<file path="config.mk">
export PLATFORM = sky130hd
export DESIGN_NAME = l2_idle_sleep_ctrl
export DESIGN_NICKNAME = d
export VERILOG_FILES = /design/src/rtl/l2slp_pkg.sv /design/src/rtl/l2slp_idle_run.sv /design/src/rtl/l2slp_sleep_fsm.sv /design/src/rtl/l2slp_wake_timer.sv /design/src/rtl/l2_idle_sleep_ctrl.sv
export SDC_FILE = /design/constraint.sdc
export NUM_CORES = 1
export LEC_CHECK = 0
export ABC_AREA = 1
export BUFFER_PORTS_ARGS = -buffer_cell sky130_fd_sc_hd__buf_2
export CAP_MARGIN = 20
export CORE_AREA = 2 2 39 41
export DETAILED_ROUTE_END_ITERATION = 6
export DIE_AREA = 0 0 41 43
export PLACE_DENSITY = 0.76
export SLEW_MARGIN = 20
export SYNTH_ARGS = -nofsm -noshare
export SYNTH_HDL_FRONTEND = slang
export SYNTH_HIERARCHICAL = 1
export SYNTH_SLANG_ARGS = --single-unit
</file>
<file path="constraint.sdc">
create_clock -name clk -period 2 [get_ports clk]
set_input_delay 0.4 -clock clk [delete_from_list [all_inputs] [get_ports clk]]
set_output_delay 0.4 -clock clk [all_outputs]
set_load 0.05 [all_outputs]
</file>
<file path="src/rtl/l2slp_pkg.sv">
// Package: shared types for the processor-idle cache sleep controller.
// Assumes nothing beyond IEEE 1800-2017.
package l2slp_pkg;

    // Power state of the cache peripherals.
    typedef enum logic [0:0] {
        PWR_AWAKE  = 1'b0,
        PWR_ASLEEP = 1'b1
    } pwr_state_e;

endpackage

</file>
<file path="src/rtl/l2slp_idle_run.sv">
// Module: l2slp_idle_run
// Counts consecutive fully idle cycles (miss pending, no issue, no
// execute, no cache request) and flags the cycle that completes the
// K-th one. The count saturates at K.
// Assumes IDLE_K >= 1.
module l2slp_idle_run #(
    parameter int IDLE_K = 10,
    parameter int RUN_W  = $clog2(IDLE_K + 1)
) (
    input  logic clk,
    input  logic rst_n,
    input  logic miss_pending_i,
    input  logic issued_i,
    input  logic fu_active_i,
    input  logic cache_req_i,
    output logic threshold_hit_o
);

    localparam logic [RUN_W-1:0] RUN_MAX  = RUN_W'(IDLE_K);
    localparam logic [RUN_W-1:0] RUN_LAST = RUN_W'(IDLE_K - 1);

    logic             idle_now;
    logic [RUN_W-1:0] run_q;

    // Decide whether the current cycle counts toward the idle run.
    always_comb begin
        idle_now = miss_pending_i & ~issued_i & ~fu_active_i & ~cache_req_i;
    end

    // Advance the run on an idle cycle, clear it on any activity.
    always_ff @(posedge clk) begin
        if (!rst_n) begin
            run_q <= '0;
        end else if (!idle_now) begin
            run_q <= '0;
        end else if (run_q != RUN_MAX) begin
            run_q <= run_q + 1'b1;
        end
    end

    // Flag the edge at which the run reaches (or stays at) the threshold.
    always_comb begin
        threshold_hit_o = idle_now && (run_q >= RUN_LAST);
    end

endmodule

</file>
<file path="src/rtl/l2slp_sleep_fsm.sv">
// Module: l2slp_sleep_fsm
// Two-state power controller. It enters sleep when the idle threshold
// is met with enough return margin. It leaves sleep on a low margin, on
// the end of the miss, or on an access request; an access request also
// sets a sticky violation flag.
// Assumes the return count is supplied by an external estimator.
module l2slp_sleep_fsm
    import l2slp_pkg::*;
#(
    parameter int WAKE_M = 8,
    parameter int RET_W  = 16
) (
    input  logic             clk,
    input  logic             rst_n,
    input  logic             threshold_hit_i,
    input  logic             miss_pending_i,
    input  logic             cache_req_i,
    input  logic [RET_W-1:0] cycles_to_return_i,
    output logic             sleep_o,
    output logic             violation_o
);

    localparam logic [RET_W-1:0] MARGIN = RET_W'(WAKE_M);

    pwr_state_e state_q, state_d;
    logic       margin_ok;
    logic       viol_q;

    // Check whether the remaining return time exceeds the wake margin.
    always_comb begin
        margin_ok = cycles_to_return_i > MARGIN;
    end

    // Compute the next power state.
    always_comb begin
        state_d = state_q;
        unique case (state_q)
            PWR_AWAKE: begin
                if (threshold_hit_i && margin_ok) state_d = PWR_ASLEEP;
            end
            PWR_ASLEEP: begin
                if (cache_req_i || !miss_pending_i || !margin_ok) state_d = PWR_AWAKE;
            end
            default: state_d = PWR_AWAKE;
        endcase
    end

    // Hold the power state.
    always_ff @(posedge clk) begin
        if (!rst_n) state_q <= PWR_AWAKE;
        else        state_q <= state_d;
    end

    // Latch any access that found the cache asleep.
    always_ff @(posedge clk) begin
        if (!rst_n)                                   viol_q <= 1'b0;
        else if (state_q == PWR_ASLEEP && cache_req_i) viol_q <= 1'b1;
    end

    // Drive outputs from registered state.
    always_comb begin
        sleep_o     = (state_q == PWR_ASLEEP);
        violation_o = viol_q;
    end

endmodule

</file>
<file path="src/rtl/l2slp_wake_timer.sv">
// Module: l2slp_wake_timer
// Models peripheral wakeup latency: ready is low while asleep and for
// WAKE_LAT cycles after sleep falls.
// Assumes WAKE_LAT >= 1.
module l2slp_wake_timer #(
    parameter int WAKE_LAT = 4,
    parameter int LAT_W    = $clog2(WAKE_LAT + 1)
) (
    input  logic clk,
    input  logic rst_n,
    input  logic sleep_i,
    output logic ready_o
);

    logic [LAT_W-1:0] wait_q;

    // Reload while asleep, count down after release.
    always_ff @(posedge clk) begin
        if (!rst_n)             wait_q <= '0;
        else if (sleep_i)       wait_q <= LAT_W'(WAKE_LAT);
        else if (wait_q != '0)  wait_q <= wait_q - 1'b1;
    end

    // Report ready once awake and the latency has elapsed.
    always_comb begin
        ready_o = !sleep_i && (wait_q == '0);
    end

endmodule

</file>
<file path="src/rtl/l2_idle_sleep_ctrl.sv">
// Module: l2_idle_sleep_ctrl (top)
// Sleeps cache peripherals while the core is idle behind an outstanding
// miss, and wakes them WAKE_M cycles before the miss data returns.
// Assumes WAKE_M >= WAKE_LAT and that cycles_to_return_i counts down
// by one per cycle while a miss is pending.
module l2_idle_sleep_ctrl #(
    parameter int IDLE_K   = 10,
    parameter int WAKE_M   = 8,
    parameter int WAKE_LAT = 4,
    parameter int RET_W    = 16
) (
    input  logic             clk,
    input  logic             rst_n,
    input  logic             miss_pending_i,
    input  logic             issued_i,
    input  logic             fu_active_i,
    input  logic             cache_req_i,
    input  logic [RET_W-1:0] cycles_to_return_i,
    output logic             sleep_o,
    output logic             periph_ready_o,
    output logic             violation_o
);

    localparam int RUN_W = $clog2(IDLE_K + 1);
    localparam int LAT_W = $clog2(WAKE_LAT + 1);

    logic threshold_hit;

    l2slp_idle_run #(
        .IDLE_K (IDLE_K),
        .RUN_W  (RUN_W)
    ) u_idle_run (
        .clk             (clk),
        .rst_n           (rst_n),
        .miss_pending_i  (miss_pending_i),
        .issued_i        (issued_i),
        .fu_active_i     (fu_active_i),
        .cache_req_i     (cache_req_i),
        .threshold_hit_o (threshold_hit)
    );

    l2slp_sleep_fsm #(
        .WAKE_M (WAKE_M),
        .RET_W  (RET_W)
    ) u_sleep_fsm (
        .clk                (clk),
        .rst_n              (rst_n),
        .threshold_hit_i    (threshold_hit),
        .miss_pending_i     (miss_pending_i),
        .cache_req_i        (cache_req_i),
        .cycles_to_return_i (cycles_to_return_i),
        .sleep_o            (sleep_o),
        .violation_o        (violation_o)
    );

    l2slp_wake_timer #(
        .WAKE_LAT (WAKE_LAT),
        .LAT_W    (LAT_W)
    ) u_wake_timer (
        .clk     (clk),
        .rst_n   (rst_n),
        .sleep_i (sleep_o),
        .ready_o (periph_ready_o)
    );

endmodule

</file>
# Word level (Yosys, flattened, before mapping)
# Cells that the tools add are included.
[word_totals]
register_bits = 9
latchBits = 0
ram_bits = 0
romBits = 0
inputBits = 22
out_inout_bits = 3
wordCells = 37
mem_count = 0
[op_classes]
n_addsub = 2
n_mul = 0
n_div = 0
magnitude_cmp = 2
n_eq_ne = 1
n_shift = 0
mux = 5
n_bitwise = 8
n_reduce_logical = 14
[op_table]
columns = ["operator", "n"]
rows = [
  ["16-bit by 4-bit greater-than comparator with 1-bit output, second input constant", 1],
  ["3-bit 2-to-1 mux", 2],
  ["1-bit inverter", 5],
  ["4-bit by 1-bit adder with 4-bit output, second input constant", 1],
  ["4-bit >= comparator, second input constant", 1],
  ["1-bit logical AND", 4],
  ["4-bit inequality test, second input constant", 1],
  ["1-bit bitwise AND", 3],
  ["1-bit zero test", 3],
  ["3-bit zero test", 1],
  ["3-bit nonzero test", 1],
  ["3-bit by 1-bit subtractor with 3-bit output, second input constant", 1],
  ["1-bit logical OR", 2],
  ["1-bit 2-to-1 mux", 2],
  ["1-bit case mux with 2 select lines", 1],
  ["2-bit AND reduction", 1],
  ["2-bit nonzero test", 1],
  ["2-bit OR reduction", 1],
]

# Logic depth before layout (Yosys ltp)
# Gate-level depths: netlist (run 1).
[logic_depth]
word_depth = 8
mapped_depth = 8
ltp_nobuf = 8

# Cells and area by module
# The synthesis (run 1) kept the hierarchy.
[by_module_without_submodules]
columns = ["mod", "instances", "cells_per_inst", "area_per_inst_um2"]
rows = [
  ["l2slp_idle_run", 1, 33, 251.5],
  ["l2slp_sleep_fsm", 1, 37, 177.7],
  ["l2slp_wake_timer", 1, 25, 172.7],
]

# Worst setup path after synthesis (run 1)
# No wires, ideal clock.
[synth_timing]
path_type = "reg-to-output"
from = "reg u_wake_timer.wait_q[0]"
to = "out periph_ready_o"
arrival_ns = 1.427
setup_slack_ns = 0.173
path_stages_with_launch = 6
path_buffers = 0
cell_sequence = "dfxtp_1 > inv_1 > ha_1 > ha_1 > inv_2 > nor2_1"
[synth_between]
elab_chain_cells = 2
[synth_lines]
columns = ["item", "line", "rtl"]
rows = [
  ["start: declaration", "l2slp_wake_timer.sv:15", "logic [LAT_W-1:0] wait_q;"],
  ["start signal: assignment", "l2slp_wake_timer.sv:20", "else if (sleep_i) wait_q <= LAT_W'(WAKE_LAT);"],
  ["start signal: assignment", "l2slp_wake_timer.sv:21", "else if (wait_q != '0) wait_q <= wait_q - 1'b1;"],
  ["3-bit zero test", "l2slp_wake_timer.sv:26", "ready_o = !sleep_i && (wait_q == '0);"],
  ["1-bit logical AND", "l2slp_wake_timer.sv:26", ""],
  ["end: declaration", "l2_idle_sleep_ctrl.sv:20", "output logic periph_ready_o,"],
]
# Every way passes these cells.

# Final worst setup path (run 1)
# Ends and elaborated chain as after synthesis.

==> PnR_summary.wiki, run 1 <==
{| class="wikitable"
! Metric !! Value
|-
| Post-synthesis share of cell area spent on full adders, half adders and majority gates || 0.146
|-
| Hold Path Class || in2reg
|-
| Post-detailed-placement half-perimeter wirelength || 1040 µm
|-
| Clk slew on worst S/H paths || 60 ps
|-
| Fill cell total of the finished layout || 139
|-
| DRC errors left || 0
|-
| Worst-case hold slack || 406 ps
|-
| Worst Reg-to-Reg Cells || 6
|-
| Fraction of synthesized area in multiplexers || 0
|-
| Maximum number of buffers from clock root to sink || 2
|-
| Setup bufs post-CTS || 0
|-
| Final setup viols || 0
|-
| Slew HR || 0.834
|-
| Prevailing post-synth register cell || dfxtp_1
|-
| Fin Clk Skew || 8.68 ps
|-
| Type of destination of the critical path || output port
|-
| Status || completed
|-
| Yosys warnings || 6
|-
| Per-cell routed wire length || 9.48 µm
|-
| Synthesized cell area || 602 µm²
|-
| Number of distinct library cell variants in the gate-level netlist after synthesis || 13
|-
| Global-route wire length before repair || 2210 µm
|-
| Synthesized net count || 124
|-
| FF-to-FF setup slack || 770 ps
|-
| Final hold violation count || 0
|-
| Number of enable flip-flop cells after synthesis || 0
|-
| CTS H-tree lvls || 1
|-
| Endpoint of the worst hold path || u_sleep_fsm/violation_o$_SDFFE_PN0P_
|-
| Number of global-route vias before repair || 612
|-
| Worst reg2reg endpoint || u_sleep_fsm/sleep_o$_SDFF_PN0_
|-
| Seq/Total Area, Yosys || 0.299
|-
| Clock network latency to the later pin of the worst-skew pair || 260 ps
|-
| Hold Buf Count CTS || 0
|-
| Antenna violation net count after detailed routing || 0
|-
| Number of buffers inserted by port buffering || 24
|-
| Horiz. Die Dim || 41 µm
|-
| Total die area || 0.00176 mm²
|-
| Detailed-route via count || 625
|-
| Maximum operating frequency || 0.532 GHz
|-
| # rows || 14
|-
| WP data required || 1600 ps
|-
| Effective utilization at floorplan || 0.435
|-
| Post-route setup TNS || 0 ps
|-
| Transition time at the pin with the least slew margin || 248 ps
|-
| CTS root buf || clkbuf_4
|-
| RSZ-0062 raised after global routing || false
|-
| Start of the worst register-to-register path || u_idle_run/run_q[1]$_SDFFE_PN0P_
|-
| Area added between synthesis and finish || 27.7%
|-
| Placeable Area || 0.00138 mm²
|-
| Final wirelength || 1320 µm
|-
| Count of instances resized after the clock tree is built || 0
|-
| Signal arrival time at the worst endpoint || 1480 ps
|-
| Share of the clock period used by the worst path after layout || 0.940
|-
| Power density over the cells || 794 mW/mm²
|-
| Highest fanout seen on the critical path || 5
|-
| Antenna Diode Count || 0
|-
| Number of iterations in the first detailed-routing pass || 4
|-
| Global routing usage summed across all routing layers || 0.188
|-
| Final max-slew violation count || 0
|-
| Number of antenna violations at the first check in global routing || 0
|-
| Ratio of cells with drive above 1 in the final layout || 0.236
|-
| Crit Path Category || reg2out
|-
| Simple logic cell fraction of the synthesized area || 0.293
|-
| Count of routing violations after the opening detailed-route iteration || 11
|-
| Die Ht || 43 µm
|-
| Worst IR Drop VDD || 0.324 mV
|-
| Grt ovf || 0
|-
| Total I/O pin count || 25
|-
| Total power consumption of the routed design || 0.610 mW
|-
| Routability Congestion || 0.698
|-
| Post-DR vias/cell || 4.50
|-
| Post-synthesis async set-or-reset flop share || 0
|-
| Critical Path Source Type || flip-flop
|-
| TritonCTS clock tree || built
|-
| Sink Count || 9
|-
| Worst hold stages || 3
|-
| Largest family of logic cells by synthesized area || simple AND/OR/NAND/NOR gates
|-
| Compound-cell area share of the yosys netlist || 0.0790
|-
| Largest net degree at the start of global routing || 7
|-
| Number of nets in the layout || 153
|-
| Syn Inst Count || 95
|-
| Clock period minus final worst setup slack || 1880 ps
|-
| Leakage power || 0.436 nW
|-
| Syn_area_per_cell || 6.34 µm²
|-
| Number of maximum-capacitance violations || 0
|-
| Area share of xor/xnor cells in the synthesized design || 0.0146
|-
| Hold Crit Start || cache_req_i
|-
| Total clock buffers created by CTS || 3
|-
| Synthesis-stage register bit count || 9
|}
==> metal layers <==
layer	up-vias	share of wire	GRT usage	routed length [µm]
met4	0	0	0.120	0
met3	0	0.041	0.0471	54
li1	337	-	-	-
met1	271	0.39	0.177	514
met5	-	0	0	0
met2	17	0.57	0.328	749
==> power breakdown <==
part | internal (mW) | switching (mW) | leakage, nW
clock network | 0.0768 | 0.0631 | 0.0150
registers | 0.200 | 0.0118 | 0.0729
logic | 0.0882 | 0.170 | 0.348
total | 0.365 | 0.245 | 0.436
==> layout make-up <==
type                    instances  area (µm²)  area share
multi-input cells              59         320       0.417
inverters                      27         101       0.132
repair buffers                 24         120       0.156
well taps                      16        20.0      0.0261
clock buffers                   4        26.3      0.0342
flip-flops and latches          9         180       0.235
==> metrics by stage <==
step / area, µm² / util / cells / setup slack (ps)
detailed placement: 742 / 0.536 / 135 / 383
finish: 768 / 0.555 / 139 / 119
global route: 768 / 0.555 / 139 / 16.8
floorplan: 602 / - / 95 / 173
global placement: 742 / 0.536 / 135 / 481
CTS: 768 / 0.555 / 139 / 92.5
==> registers in the layout, summed over array words and instances, names as in the netlist <==
register,flops
u_idle_run/run_q,4
u_wake_timer/wait_q,3
u_sleep_fsm/violation_o,1
u_sleep_fsm/sleep_o,1
==> worst max path at each step <==
stage / start / to / slack [ps] / cells after the start
global placement: u_wake_timer/wait_q[0]$_SDFFE_PP0P_ / periph_ready_o / 480 / 6
global route: u_wake_timer/wait_q[0]$_SDFFE_PP0P_ / periph_ready_o / 20 / 6
CTS: u_wake_timer/wait_q[0]$_SDFFE_PP0P_ / periph_ready_o / 90 / 6
detailed placement: u_wake_timer/wait_q[0]$_SDFFE_PP0P_ / periph_ready_o / 380 / 6
finish: u_wake_timer/wait_q[0]$_SDFFE_PP0P_ / periph_ready_o / 120 / 6
floorplan: u_wake_timer/wait_q[0]$_SDFFE_PP0P_ / periph_ready_o / 170 / 5
==> critical path, cell delays in order (launching register included) <==
cell and delay (ps):
dfxtp_1 310, inv_1 70, ha_1 180, ha_1 250
inv_2 60, nor2_1 80, buf_2 260
==> cell families after synthesis <==
logic type      after synthesis
simple gates                 42
buf+inv                      27
compound gates                9
flops                         9
fa+ha+maj                     7
xor+xnor                      1
==> layout by cell type, fill, tap and decap left out <==
cell type | synthesis | final
nand3_1 | 4 | 4
a21oi_1 | 7 | 7
buf_2 | 0 | 24
nand3_2 | 1 | 1
dfxtp_1 | 9 | 9
clkbuf_4 | 0 | 3
nor2_1 | 14 | 14
o211ai_1 | 1 | 1
ha_1 | 7 | 7
clkbuf_1 | 0 | 1
inv_1 | 26 | 26
nand2_1 | 20 | 20
o21ai_1 | 1 | 1
inv_2 | 1 | 1
xor2_1 | 1 | 1
nand4_1 | 3 | 3
==> Yosys cell counts, types with 3 or more instances <==
cell | count | area, µm²
nand2_1 | 20 | 75.1
inv_1 | 26 | 97.6
nand4_1 | 3 | 18.8
ha_1 | 7 | 87.6
dfxtp_1 | 9 | 180
nor2_1 | 14 | 52.6
a21oi_1 | 7 | 35.0
nand3_1 | 4 | 20.0
Note: power is estimated with default switching activity, not from simulation.
==> run 2, diff against run 1 <==
Settings changed: ABC_AREA 1 to 0, PLACE_DENSITY 0.76 to 0.73.
==> PnR_summary.wiki, run 2 <==
{| class="wikitable"
! Metric !! Value
|-
| Status || completed
|-
| Yosys warnings || 6
|-
| Total I/O pin count || 25
|-
| Syn_area_per_cell || 9.84 µm²
|-
| Worst Reg-to-Reg Cells || 5
|-
| Clock network latency to the later pin of the worst-skew pair || 260 ps
|-
| Worst reg2reg endpoint || u_wake_timer/wait_q[2]$_SDFFE_PN0P_
|-
| Routability Congestion || 0.668
|-
| TritonCTS clock tree || built
|-
| Area contributors post-synth || dfxtp_1 32%, ha_1 15%, nor4_2 6.6%
|-
| Synthesis-stage register bit count || 9
|-
| Combined area of the multi-input logic cells || 364 µm²
|-
| Number of maximum-capacitance violations || 0
|-
| Total clock buffers created by CTS || 3
|-
| Start of the worst register-to-register path || u_wake_timer/wait_q[0]$_SDFFE_PP0P_
|-
| Final hold violation count || 0
|-
| Most used routing layer in global routing || met2
|-
| Number of global-route vias before repair || 443
|-
| # rows || 14
|-
| Post-synthesis async set-or-reset flop share || 0
|-
| Post-route setup TNS || 0 ps
|-
| Post-detailed-placement half-perimeter wirelength || 852 µm
|-
| Hold Path Class || in2reg
|-
| Per-cell routed wire length || 10.4 µm
|-
| Placed instance count || 98
|-
| Maximum number of buffers from clock root to sink || 2
|-
| Final wirelength || 1060 µm
|-
| Number of iterations in the first detailed-routing pass || 1
|-
| Prevailing post-synth register cell || dfxtp_1
|-
| Cell taking the most area after synthesis || dfxtp_1
|-
| Synthesized net count || 87
|-
| Top-area cell type share of the netlist area || 0.316
|-
| Grt ovf || 0
|-
| Leading post-synthesis cells by instance count || 9 x dfxtp_1, 7 x ha_1, 7 x inv_1
|-
| CTS root buf || clkbuf_4
|-
| Highest fanout seen on the critical path || 5
|-
| Global-route wire length before repair || 1640 µm
|-
| Transition time at the pin with the least slew margin || 241 ps
|-
| Largest net degree at the start of global routing || 8
|-
| Synthesized cell area || 571 µm²
|-
| Leakage power || 0.328 nW
|-
| Fin Clk Skew || 4.18 ps
|-
| Maximum operating frequency || 0.531 GHz
|-
| Area added between synthesis and finish || 29.6%
|-
| Leading cell type in the layout, fill and taps excluded || buf_2
|-
| Ratio of cells with drive above 1 in the final layout || 0.407
|-
| Number of nets in the layout || 116
|-
| Fill cell total of the finished layout || 130
|-
| Slew HR || 0.839
|-
| Syn Inst Count || 58
|-
| Placeable Area || 0.00138 mm²
|-
| Antenna Diode Count || 0
|-
| Share of the clock period used by the worst path after layout || 0.942
|-
| Critical Path Source Type || flip-flop
|-
| WP data required || 1600 ps
|-
| Commonest cells after routing, fill and taps aside || 23 x buf_2, 9 x dfxtp_1, 7 x inv_1, 7 x ha_1, 5 x nor2_1
|-
| Clock period minus final worst setup slack || 1880 ps
|-
| Worst hold stages || 2
|-
| Hold Buf Count CTS || 0
|-
| Post-DR vias/cell || 4.67
|-
| Total die area || 0.00176 mm²
|-
| Hold Crit Start || rst_n
|-
| Number of buffers inserted by port buffering || 24
|-
| Met3 Use GR || 0.0785
|-
| Detailed-route via count || 476
|-
| Registers with the highest flip-flop counts || u_idle_run/run_q: 4 flops, u_wake_timer/wait_q: 3 flops
|-
| Most frequent cell after synthesis || dfxtp_1
|-
| Setup WS pre-CTS || 411 ps
|-
| Number of antenna violations at the first check in global routing || 0
|-
| Clk slew on worst S/H paths || 60 ps
|-
| Largest register FFs || 4
|-
| Effective utilization at floorplan || 0.412
|-
| Horiz. Die Dim || 41 µm
|-
| Number of enable flip-flop cells after synthesis || 0
|-
| Worst IR Drop VDD || 0.432 mV
|-
| RSZ-0062 raised after global routing || false
|-
| Number of distinct library cell variants in the gate-level netlist after synthesis || 24
|-
| Count of instances resized after the clock tree is built || 0
|-
| DRC errors left || 0
|-
| Combined flip-flop and latch cell area || 180 µm²
|-
| Final setup viols || 0
|-
| PnR worst setup slack || 117 ps
|-
| Die Ht || 43 µm
|-
| FF-to-FF setup slack || 570 ps
|-
| Antenna violation net count after detailed routing || 0
|-
| Global routing usage summed across all routing layers || 0.142
|-
| Largest Register || u_idle_run/run_q
|-
| Count of routing violations after the opening detailed-route iteration || 0
|-
| CTS H-tree lvls || 1
|-
| Final max-slew violation count || 0
|-
| Endpoint of the worst hold path || u_wake_timer/wait_q[2]$_SDFFE_PN0P_
|-
| Sink Count || 9
|-
| Met1 global-route usage || 0.147
|-
| Power density over the cells || 727 mW/mm²
|-
| Setup bufs post-CTS || 0
|-
| Filler-free cell count of the finished design || 102
|-
| Type of destination of the critical path || output port
|-
| Crit Path Category || reg2out
|-
| Seq/Total Area, Yosys || 0.316
|-
| Met2 demand-to-capacity share in global routing || 0.225
|-
| Signal arrival time at the worst endpoint || 1480 ps
|}
## run 2: changes by cell type in the layout (fill, tap and decap cells not counted), sizes merged, moves of 2 or more
| cell | before | now |
|---|---|---|
| nand2b | 0 | 2 |
| nor2b | 0 | 3 |
| a21oi | 7 | 3 |
| nor4 | 0 | 3 |
| nand3b | 0 | 3 |
| nand2 | 20 | 3 |
| nand4 | 3 | 1 |
| nor2 | 14 | 5 |
| nand3 | 5 | 1 |
| inv | 27 | 7 |
## run 2: metal layers
| layer | routed length (µm) | up-vias |
|---|---|---|
| met3 | 40 | 0 |
| met1 | 500 | 215 |
| met5 | 0 | - |
| met2 | 515 | 7 |
| li1 | - | 254 |
| met4 | 0 | 0 |
## run 2: cells by family (layout without fill, tap and decap cells)
group                      after synthesis  count (layout)  synth area share
buffers and inverters                    7              35            0.0461
xor gates and xnor gates                 3               3            0.0461
adders and majority gates                7               7             0.154
DFF                                      9               9             0.316
muxes                                    2               2            0.0439
and+or+nand+nor                         23              23             0.289
AOI/OAI and AO/OA                        7               7             0.105
## run 2: how the worst max path moves through the flow
stage | slack, ps | endpoint | start
2_1_floorplan | 120 | periph_ready_o | u_wake_timer/wait_q[0]$_SDFFE_PP0P_
3_3_place_gp | 450 | periph_ready_o | u_wake_timer/wait_q[0]$_SDFFE_PP0P_
3_5_place_dp | 410 | periph_ready_o | u_wake_timer/wait_q[0]$_SDFFE_PP0P_
4_1_cts | 110 | periph_ready_o | u_wake_timer/wait_q[0]$_SDFFE_PP0P_
5_1_grt | 10 | periph_ready_o | u_wake_timer/wait_q[0]$_SDFFE_PP0P_
6_report | 120 | periph_ready_o | u_wake_timer/wait_q[0]$_SDFFE_PP0P_
## run 2: layout make-up
class / count / share of cell area
repair buffers: 24 / 0.166
clock buffers: 4 / 0.0355
inverters: 7 / 0.0355
flip-flops and latches: 9 / 0.244
well taps: 16 / 0.0271
multi-input cells: 42 / 0.492
## run 2: stage by stage
stage	util	area, µm²	hold slack, ps	total power, mW
after floorplan	-	571	440	0.339
after global placement	0.514	711	454	0.383
after detailed placement	0.514	711	463	0.395
after CTS	0.533	737	403	0.544
after global routing	0.534	739	418	0.577
final	0.534	739	423	0.538
## run 2: worst max-delay path, cell delays in order, from the launching register on
cell,delay (ps)
dfxtp_1,350
inv_1,50
ha_1,200
ha_1,260
nor2b_1,160
clkbuf_4,210
## run 2: where the power goes
part | leakage, nW | internal, mW | switching, mW
Clock | 0.0150 | 0.0769 | 0.0643
Sequential | 0.0730 | 0.195 | 0.00742
Combinational | 0.240 | 0.0805 | 0.113
Total | 0.328 | 0.353 | 0.185
==> run 3, diff against run 2 <==
Settings changed: CTS_BUF_LIST from default to sky130_fd_sc_hd__clkbuf_4.
==> PnR_summary.wiki, run 3 (synthesized netlist as in run 2, its figures left out) <==
{| class="wikitable"
! Metric !! Value
|-
| Clk slew on worst S/H paths || 60 ps
|-
| DRC errors left || 0
|-
| TritonCTS clock tree || built
|-
| Leading cell type in the layout, fill and taps excluded || buf_2
|-
| Grt ovf || 0
|-
| Design area || 743 µm²
|-
| Per-cell routed wire length || 10.5 µm
|-
| Signal arrival time at the worst endpoint || 1480 ps
|-
| Setup bufs post-CTS || 0
|-
| Slew HR || 0.839
|-
| Share of the clock period used by the worst path after layout || 0.941
|-
| Total buffers and inverters traversed by the critical path || 2
|-
| Largest incremental delay on the critical path || 350 ps
|-
| Number of antenna violations at the first check in global routing || 0
|-
| CTS root buf || clkbuf_4
|-
| Effective utilization at floorplan || 0.412
|-
| RSZ-0062 raised after global routing || false
|-
| Worst setup endpoint || periph_ready_o
|-
| Count of instances resized after the clock tree is built || 0
|-
| Horiz. Die Dim || 41 µm
|-
| Power density over the cells || 742 mW/mm²
|-
| Kind of cell adding the most delay to the critical path || adder cells
|-
| Crit Path Category || reg2out
|-
| Worst Reg-to-Reg Cells || 5
|-
| Largest net degree at the start of global routing || 8
|-
| Hold Path Class || in2reg
|-
| Largest Register || u_idle_run/run_q
|-
| Final hold violation count || 0
|-
| Number of global-route vias before repair || 457
|-
| Routability Congestion || 0.668
|-
| Worst reg2reg endpoint || u_wake_timer/wait_q[2]$_SDFFE_PN0P_
|-
| Commonest cells after routing, fill and taps aside || 23 x buf_2, 9 x dfxtp_1, 7 x inv_1, 7 x ha_1
|-
| Antenna Diode Count || 0
|-
| Post-route setup TNS || 0 ps
|-
| Final wirelength || 1070 µm
|-
| Ratio of cells with drive above 1 in the final layout || 0.419
|-
| Global routing usage summed across all routing layers || 0.147
|-
| Maximum operating frequency || 0.531 GHz
|-
| Placeable Area || 0.00138 mm²
|-
| Maximum number of buffers from clock root to sink || 2
|-
| Final setup viols || 0
|-
| Sink Count || 9
|-
| Worst IR Drop VDD || 0.432 mV
|-
| Highest fanout seen on the critical path || 5
|-
| Total clock buffers created by CTS || 3
|-
| Start of the worst register-to-register path || u_wake_timer/wait_q[0]$_SDFFE_PP0P_
|-
| Number of maximum-capacitance violations || 0
|-
| Cell area reported after detailed placement || 711 µm²
|-
| Number of nets in the layout || 116
|-
| Cell-by-cell listing of the critical path || inv_1, ha_1, ha_1, nor2b_1, clkbuf_4
|-
| Slowest stage cell, crit path || dfxtp_1
|-
| Placed instance count || 98
|-
| Transition time at the pin with the least slew margin || 241 ps
|-
| WP data required || 1600 ps
|-
| Die Ht || 43 µm
|-
| Largest register FFs || 4
|-
| Timing startpoint of the critical path || u_wake_timer/wait_q[0]$_SDFFE_PP0P_
|-
| Total I/O pin count || 25
|-
| Worst-case hold slack || 416 ps
|-
| Status || completed
|-
| Leakage power || 0.331 nW
|-
| Number of gates on the worst path with buffers counted || 5
|-
| # rows || 14
|-
| Antenna violation net count after detailed routing || 0
|-
| Number of iterations in the first detailed-routing pass || 3
|-
| Post-DR vias/cell || 4.63
|-
| FF-to-FF setup slack || 570 ps
|-
| Filler-free cell count of the finished design || 102
|-
| Utilization after layout || 0.537
|-
| Clock period minus final worst setup slack || 1880 ps
|-
| CTS H-tree lvls || 1
|-
| Total die area || 0.00176 mm²
|-
| Hold Buf Count CTS || 0
|-
| Final max-slew violation count || 0
|-
| Type of destination of the critical path || output port
|-
| Area added between synthesis and finish || 30.3%
|-
| Fin Clk Skew || 5.46 ps
|-
| Registers with the highest flip-flop counts || u_idle_run/run_q: 4 flops, u_wake_timer/wait_q: 3 flops
|-
| Count of routing violations after the opening detailed-route iteration || 1
|-
| Detailed-route via count || 472
|-
| Global-route wire length before repair || 1700 µm
|-
| Most Frequent Cell on Critical Path || ha_1
|-
| Post-detailed-placement half-perimeter wirelength || 852 µm
|-
| Clock network latency to the later pin of the worst-skew pair || 260 ps
|-
| Number of buffers inserted by port buffering || 24
|-
| Critical Path Source Type || flip-flop
|}
-- run 3: cell counts in the layout (fill, tap and decap cells not counted) --
No cell type changed its count.
-- run 3: area by class of cell --
class | count | area (µm²)
well taps | 16 | 20.0
fillers | 128 | 641
inverters | 7 | 26.3
flip-flops and latches | 9 | 180
multi-input cells | 42 | 364
clock buffers | 4 | 30.0
repair buffers | 24 | 123
-- run 3: where the power goes --
| group | internal, mW | switching, mW |
|---|---|---|
| logic | 0.0806 | 0.112 |
| registers | 0.195 | 0.00736 |
| clock network | 0.0905 | 0.0652 |
-- run 3: how the worst min path moves through the flow --
stage / cells after the start / end / slack [ps] / startpoint
floorplan: 2 / u_wake_timer/wait_q[1]$_SDFFE_PP0P_ / 440 / u_wake_timer/wait_q[1]$_SDFFE_PP0P_
global placement: 2 / u_wake_timer/wait_q[1]$_SDFFE_PP0P_ / 450 / u_wake_timer/wait_q[1]$_SDFFE_PP0P_
detailed placement: 2 / u_wake_timer/wait_q[1]$_SDFFE_PP0P_ / 460 / u_wake_timer/wait_q[1]$_SDFFE_PP0P_
CTS: 2 / u_wake_timer/wait_q[2]$_SDFFE_PN0P_ / 400 / rst_n
global route: 2 / u_wake_timer/wait_q[2]$_SDFFE_PN0P_ / 420 / rst_n
finish: 2 / u_wake_timer/wait_q[2]$_SDFFE_PN0P_ / 420 / rst_n
-- run 3: per-stage QoR --
stage,power [mW],setup slack (ps)
3_3_place_gp,0.383,448
5_1_grt,0.590,12.7
3_5_place_dp,0.395,411
4_1_cts,0.558,111
2_1_floorplan,0.339,121
6_report,0.551,117
-- run 3: layer usage --
metal	up-vias	track usage	share of wire
li1	254	-	-
met2	7	0.241	0.50
met5	-	0	0
met1	211	0.147	0.46
met4	0	0.0600	0
met3	0	0.0785	0.037
